[src/rtl/err_irq_pkg.sv]
package err_irq_pkg;
  localparam int unsigned NUM_EVT = 4;
  localparam int unsigned ADDR_W  = 2;

  localparam logic [ADDR_W-1:0] A_RAW    = 2'd0;
  localparam logic [ADDR_W-1:0] A_STAT   = 2'd1;
  localparam logic [ADDR_W-1:0] A_EN_SET = 2'd2;
  localparam logic [ADDR_W-1:0] A_EN_CLR = 2'd3;

  typedef struct packed {
    logic inj;
    logic clr;
    logic set;
    logic dis;
  } wr_strb_t;
endpackage

[src/rtl/err_irq_decode.sv]
module err_irq_decode
  import err_irq_pkg::*;
(
  input  logic              wr_en_i,
  input  logic [ADDR_W-1:0] addr_i,
  output wr_strb_t          strb_o
);
  always_comb begin
    strb_o = '0;
    if (wr_en_i) begin
      unique case (addr_i)
        A_RAW:    strb_o.inj = 1'b1;
        A_STAT:   strb_o.clr = 1'b1;
        A_EN_SET: strb_o.set = 1'b1;
        A_EN_CLR: strb_o.dis = 1'b1;
      endcase
    end
  end
endmodule

[src/rtl/err_irq_bit.sv]
module err_irq_bit (
  input  logic clk_i,
  input  logic rst_ni,
  input  logic evt_i,
  input  logic en_i,
  input  logic inj_i,
  input  logic clr_i,
  output logic raw_o,
  output logic ena_o
);
  logic raw_q, ena_q;

  // event has priority over a same-cycle clear
  always_ff @(posedge clk_i or negedge rst_ni) begin
    if (!rst_ni) begin
      raw_q <= 1'b0;
      ena_q <= 1'b0;
    end else begin
      raw_q <= evt_i | inj_i | (raw_q & ~clr_i);
      ena_q <= (evt_i & en_i) | (ena_q & ~clr_i);
    end
  end

  assign raw_o = raw_q;
  assign ena_o = ena_q;
endmodule

[src/rtl/err_irq_mask.sv]
module err_irq_mask #(
  parameter int unsigned N = 4
) (
  input  logic         clk_i,
  input  logic         rst_ni,
  input  logic [N-1:0] set_i,
  input  logic [N-1:0] dis_i,
  output logic [N-1:0] en_o
);
  logic [N-1:0] en_q;

  always_ff @(posedge clk_i or negedge rst_ni) begin
    if (!rst_ni) en_q <= '0;
    else         en_q <= (en_q | set_i) & ~dis_i;
  end

  assign en_o = en_q;
endmodule

[src/rtl/err_irq_regs.sv]
module err_irq_regs
  import err_irq_pkg::*;
#(
  parameter int unsigned NUM_EVT = err_irq_pkg::NUM_EVT
) (
  input  logic               clk_i,
  input  logic               rst_ni,
  input  logic [NUM_EVT-1:0] evt_i,
  input  logic               wr_en_i,
  input  logic [ADDR_W-1:0]  addr_i,
  input  logic [NUM_EVT-1:0] wdata_i,
  output logic [NUM_EVT-1:0] rdata_o,
  output logic               irq_o
);
  wr_strb_t           strb;
  logic [NUM_EVT-1:0] inj_v, clr_v, set_v, dis_v;
  logic [NUM_EVT-1:0] raw_v, ena_v, en_v;
  logic               irq_q;

  err_irq_decode u_dec (
    .wr_en_i (wr_en_i),
    .addr_i  (addr_i),
    .strb_o  (strb)
  );

  assign inj_v = strb.inj ? wdata_i : '0;
  assign clr_v = strb.clr ? wdata_i : '0;
  assign set_v = strb.set ? wdata_i : '0;
  assign dis_v = strb.dis ? wdata_i : '0;

  err_irq_mask #(.N(NUM_EVT)) u_mask (
    .clk_i  (clk_i),
    .rst_ni (rst_ni),
    .set_i  (set_v),
    .dis_i  (dis_v),
    .en_o   (en_v)
  );

  for (genvar i = 0; i < NUM_EVT; i++) begin : g_bit
    err_irq_bit u_bit (
      .clk_i  (clk_i),
      .rst_ni (rst_ni),
      .evt_i  (evt_i[i]),
      .en_i   (en_v[i]),
      .inj_i  (inj_v[i]),
      .clr_i  (clr_v[i]),
      .raw_o  (raw_v[i]),
      .ena_o  (ena_v[i])
    );
  end

  always_comb begin
    unique case (addr_i)
      A_RAW:    rdata_o = raw_v;
      A_STAT:   rdata_o = ena_v;
      A_EN_SET,
      A_EN_CLR: rdata_o = en_v;
    endcase
  end

  always_ff @(posedge clk_i or negedge rst_ni) begin
    if (!rst_ni) irq_q <= 1'b0;
    else         irq_q <= |(raw_v & en_v);
  end

  assign irq_o = irq_q;
endmodule

[config.mk]
export PLATFORM = sky130hd
export DESIGN_NAME = err_irq_regs
export DESIGN_NICKNAME = d
export VERILOG_FILES = /design/src/rtl/err_irq_pkg.sv /design/src/rtl/err_irq_decode.sv /design/src/rtl/err_irq_bit.sv /design/src/rtl/err_irq_mask.sv /design/src/rtl/err_irq_regs.sv
export SDC_FILE = /design/constraint.sdc
export NUM_CORES = 1
export LEC_CHECK = 0
export BUFFER_PORTS_ARGS = -buffer_cell sky130_fd_sc_hd__buf_2
export CORE_UTILIZATION = 45
export DETAILED_ROUTE_END_ITERATION = 8
export GPL_ROUTABILITY_DRIVEN = 0
export PLACE_DENSITY = 0.72
export SLEW_MARGIN = 20
export SYNTH_ARGS = -nofsm -noshare
export SYNTH_HDL_FRONTEND = slang
export SYNTH_SLANG_ARGS = --single-unit
[constraint.sdc]
create_clock -name clk_i -period 0.9 [get_ports clk_i]
set_clock_uncertainty 0.15 [all_clocks]
set_input_delay 0.09 -clock clk_i [delete_from_list [all_inputs] [get_ports clk_i]]
set_output_delay 0.09 -clock clk_i [all_outputs]
set_load 0.03 [all_outputs]
---- Word-level counts from Yosys, hierarchy flattened ----
Index checks and enable logic that the tools add are counted.
storage, ports and cells
  memories kept ........................... 0
  bits of input ports ..................... 13
  ROM bits ................................ 0
  bits in writable memories ............... 0
  bits in latches ......................... 0
  bits in registers ....................... 13
cells by class
  magnitude comparators ................... 0
  divide/modulo/power cells ............... 0
  shifts and indexed selects .............. 0
  eq/ne operators ......................... 3
  $mul .................................... 0
  reductions and logical operators ........ 3
  mux-type cells .......................... 10
  bitwise logic cells ..................... 32
  add/subtract/negate cells ............... 0
operators with widths
  operator                                              number
  2-to-1 mux 4 bit                                      5
  bitwise AND 1 bit                                     12
  OR 1 bit                                              12
  one-hot mux 4 bit (3 select lines)                    1
  bitwise AND 4 bit                                     2
  equality test 2 bit (second input constant)           2
  2-to-1 mux 1 bit                                      4
  NOT 1 bit                                             4
  NOT 4 bit                                             1
  OR 4 bit                                              1
  OR reduction 4 bit                                    1
  equality test 2 x 1 -> 1 bit (second input constant)  1
  zero test 2 bit                                       1
  OR reduction 2 bit                                    1

---- Depth between registers and ports, before layout ----
  word-level depth ........................ 7
  gate-level depth with buffers ........... 4

---- Cells and area by module ----
A second synthesis with hierarchy kept.
unflattened totals
  cell total of the unflattened synthesis .. 77
  area, all modules ....................... 723.2 µm²
by module, submodules not included
  module          cells an instance  times used  sequential area each (µm²)  area an instance (µm²)
  err_irq_bit     8                  4           50.0                        78.8
  err_irq_regs    33                 1           25.0                        230.2
  err_irq_mask    8                  1           100.1                       140.1
  err_irq_decode  4                  1           0.0                         37.5

---- Worst setup path after synthesis ----
No wires, ideal clock.
  path kind ............................... input to output
  start ................................... input port addr_i[0]
  end ..................................... output port rdata_o[0]
  buffers on the path ..................... 2
  slack ................................... -0.522 ns
  cell stages on the path ................. 4
  data arrival time ....................... 1.182 ns
  data required time ...................... 0.660 ns
  cell sequence ........................... buf_4 buf_4 mux2i_1 o21ai_0
between the ends
  longest elaborated chain between the ends .. 3
  elaborated cells between the ends (all ways) .. 6
  those cells by class .................... eq/ne: 3; mux: 1; reduce/logical: 2
RTL lines
  item                                  line                text
  start, declared                       err_irq_regs.sv:10  input logic [ADDR_W-1:0] addr_i,
  equality test 2 bit                   err_irq_regs.sv:53  unique case (addr_i)
  OR reduction 2 bit                    err_irq_regs.sv:53
  one-hot mux 4 bit (3 select lines) *  err_irq_regs.sv:53
  end, declared                         err_irq_regs.sv:12  output logic [NUM_EVT-1:0] rdata_o,
Every way passes the cells marked *; elsewhere a longest branch is shown, timed or not.

---- Worst setup path after layout ----
  start ................................... register g_bit[3].u_bit.ena_q
  end ..................................... output port rdata_o[3]
between the ends
  longest elaborated chain between the ends .. 1
RTL lines
  item                                line                text
  start, declared                     err_irq_bit.sv:11   logic raw_q, ena_q;
  start signal, assigned              err_irq_bit.sv:20   ena_q <= (evt_i & en_i) | (ena_q & ~clr_i);
  one-hot mux 4 bit (3 select lines)  err_irq_regs.sv:53
Every way passes these cells.

==> results.ini <==
[timing]
worst_slack_ns=-0.439
setup_viol=16
whs_ns=-0.147
period_minus_slack_ns=1.34
rsz0062_at_grt=true
finalSetupTns_ns=-2.69
slew_viol_final=0
min_period_over_period_pct=149
hold_viol=10
slew_headroom_pct=78.8
clock.fmax_ghz=0.747
worstMarginPinSlew_ns=0.318

[clocking]
clk_pin_slew_ns=0.09
postCtsHoldBufs=1
htree_levels=1
clock_sinks=13
cts_buffers=3
cts_buffer_depth=2
cts-root-buf=clkbuf_4
clkLatencyLatePin_ns=0.28
cts_tree=built

[logic_synthesis]
syn-num-nets=77
synthSimpleGateAreaFrac_pct=20.8
synthesis.area_um2=739
synthXorXnorAreaFrac_pct=0
ys_seq_area_share_pct=44.0
ys_ff_latch=13
yosysWarnings=0
syn_avg_cell_area_um2=11.6
synthMuxAreaShare_pct=8.12
yosys.area_share.adder_pct=0
synth_compound_area_share_pct=18.3
netlist-cell-type-count=21
synth_cells=64
synth_top_family_by_area=simple AND/OR/NAND/NOR gates

[route]
routed_wl_mm=1.75
first_pass_iters=4
avgRoutedWirePerCell_um=14.7
ant_nets=0
first_iter_violations=11
drcViolationCount=0
via_per_inst=5.71
vias=679

[status]
violations=hold timing, setup timing
status=finished with violations

[critical_path]
worstReg2RegStart=g_bit[3].u_bit.raw_o
critPathKind=reg -> out
r2r_setup_slack_ns=-0.21
startpoint_type=flip-flop
arrival_ns=1.10
crit_chain=mux2i_1, o21ai_2, buf_6
r2r_cells=3
max_stage_delay_ns=0.40
r2r_end=g_bit[3].u_bit.raw_o
crit_slowest_cell=dfrtp_1
end_kind=output port
cp_max_fo=2
required_ns=0.66

[min_path]
hp-class=in -> reg
hold_start=evt_i[2]
hold_path_end=g_bit[2].u_bit.raw_o
min_path_cells=2

[floorplanning]
die_w_um=42.5
core_area_mm2=0.00152
start_util_pct=48.5
dieArea_mm2=0.00181
die_y_um=42.5
row_count=14
io_pins=18

[layout]
final_cell_area_mm2=0.00107
n_antenna_cell=0
multiInputGateArea_um2=374
nets=117
register_area_um2=325
final_layout_size_suffix_gt1_share_pct=50.5
fillers=116
syn2layout_area_growth_pct=45.3
stdcell_count=119
final_util_pct=70.5

[place]
dp_cells=108
placed_area_um2=930
io_buffers=17
place_hpwl_mm=1.08

[job]
max_cap_viol_count=0

[power]
max-vdd-ir-drop_mv=0.908
p_leak_nw=0.505
pwr_density_cell_mw_per_mm2=1470

[grt]
grt_util_all_layers_pct=20.5
grt_pass1_wl_mm=2.74
antenna_found_initial=0
grt_max_degree=18
grt_pass1_vias=601
overflow=0

[kinds of logic (layout without fill, tap and decap cells)]
kind of cell	count (synthesis)	in the layout
AOI/OAI and AO/OA	18	18
DFF	13	13
and+or+nand+nor	19	19
muxes	6	6
buffers and inverters	8	47
[worst max path at each step]
| stage | start | endpoint | depth (start not counted) |
|---|---|---|---|
| after floorplan | addr_i[0] | rdata_o[0] | 4 |
| after global placement | addr_i[0] | g_bit[3].u_bit.raw_o | 3 |
| after detailed placement | addr_i[0] | g_bit[1].u_bit.raw_o | 3 |
| after CTS | g_bit[2].u_bit.ena_o | rdata_o[2] | 3 |
| after global routing | g_bit[0].u_bit.raw_o | rdata_o[0] | 3 |
| final | g_bit[3].u_bit.ena_o | rdata_o[3] | 3 |
[through the flow]
stage                     setup slack [ns]  total power [mW]
after floorplan                     -0.111             0.953
after global placement              -0.187              1.10
after detailed placement            -0.206              1.10
after CTS                           -0.408              1.55
after global routing                -0.458              1.64
final                               -0.439              1.58
[cells in the mapped netlist]
cell type | count | area, um^2
a31oi_1 | 2 | 12.5
buf_8 | 1 | 15.0
buf_6 | 2 | 22.5
a211o_1 | 4 | 35.0
and4bb_2 | 2 | 25.0
buf_2 | 1 | 5.00
a41oi_1 | 2 | 17.5
o21ai_0 | 4 | 20.0
dfrtp_1 | 13 | 325
nand3b_4 | 1 | 20.0
nand3_1 | 2 | 10.0
a22o_1 | 4 | 35.0
mux2i_1 | 6 | 60.1
and4bb_1 | 1 | 12.5
inv_1 | 2 | 7.51
nor4bb_1 | 1 | 10.0
nand3b_1 | 3 | 22.5
nand4b_1 | 4 | 35.0
nand2_1 | 5 | 18.8
buf_4 | 2 | 15.0
a22oi_1 | 2 | 15.0
[routing by layer]
| layer | share of wire [%] | GRT usage, % |
|---|---|---|
| met4 | 1.5 | 9.38 |
| met1 | 46 | 27.5 |
| met5 | 0 | 0 |
| met2 | 49 | 32.9 |
| met3 | 2.7 | 2.59 |
[what timing repair did]
item                                   in CTS  in global routing
setup endpoints to repair                  14                 16
cloned                                      0                  0
gates resized for setup                    16                  3
endpoints found under the hold margin      23                  9
pin swaps                                   5                  4
buffers inserted                            5                  3
[sequential cells by signal, summed over array words and instances (netlist names)]
name               cells
u_mask.en_o            4
irq_o                  1
g_bit.u_bit.raw_o      4
g_bit.u_bit.ena_o      4
[area by class of cell]
type | instances | area share (%)
clock buffers | 4 | 2.44
well taps | 16 | 1.86
inverters | 2 | 0.698
flip-flops and latches | 13 | 30.3
repair buffers | 41 | 29.9
multi-input cells | 43 | 34.8
[report_power, final]
group / switching [mW] / total, mW / internal, mW
clock: 0.212 / 0.384 / 0.172
sequential: 0.0637 / 0.713 / 0.649
combinational: 0.223 / 0.478 / 0.255
[cell usage in the layout, fill, tap and decap left out]
master	n
and4bb_2	2
buf_4	17
inv_1	2
a211o_1	4
buf_6	11
dfrtp_1	13
a41oi_1	2
clkbuf_4	3
a22o_1	4
dlygate4sd3_1	1
and4bb_1	1
nand3b_4	1
clkbuf_1	1
nand2_1	5
nand3b_1	3
mux2i_1	6
nand3_1	2
nor4bb_1	1
a22oi_2	2
a31oi_1	2
buf_2	12
o21ai_2	4
nand4b_1	4
[worst max-delay path: cells and delay by family (launching register included)]
kind / cells / cell delay [ns]
DFF: 1 / 0.40
AOI/OAI and AO/OA: 1 / 0.09
buffers and inverters: 1 / 0.14
muxes: 1 / 0.18
(Power assumes the default switching activity.)
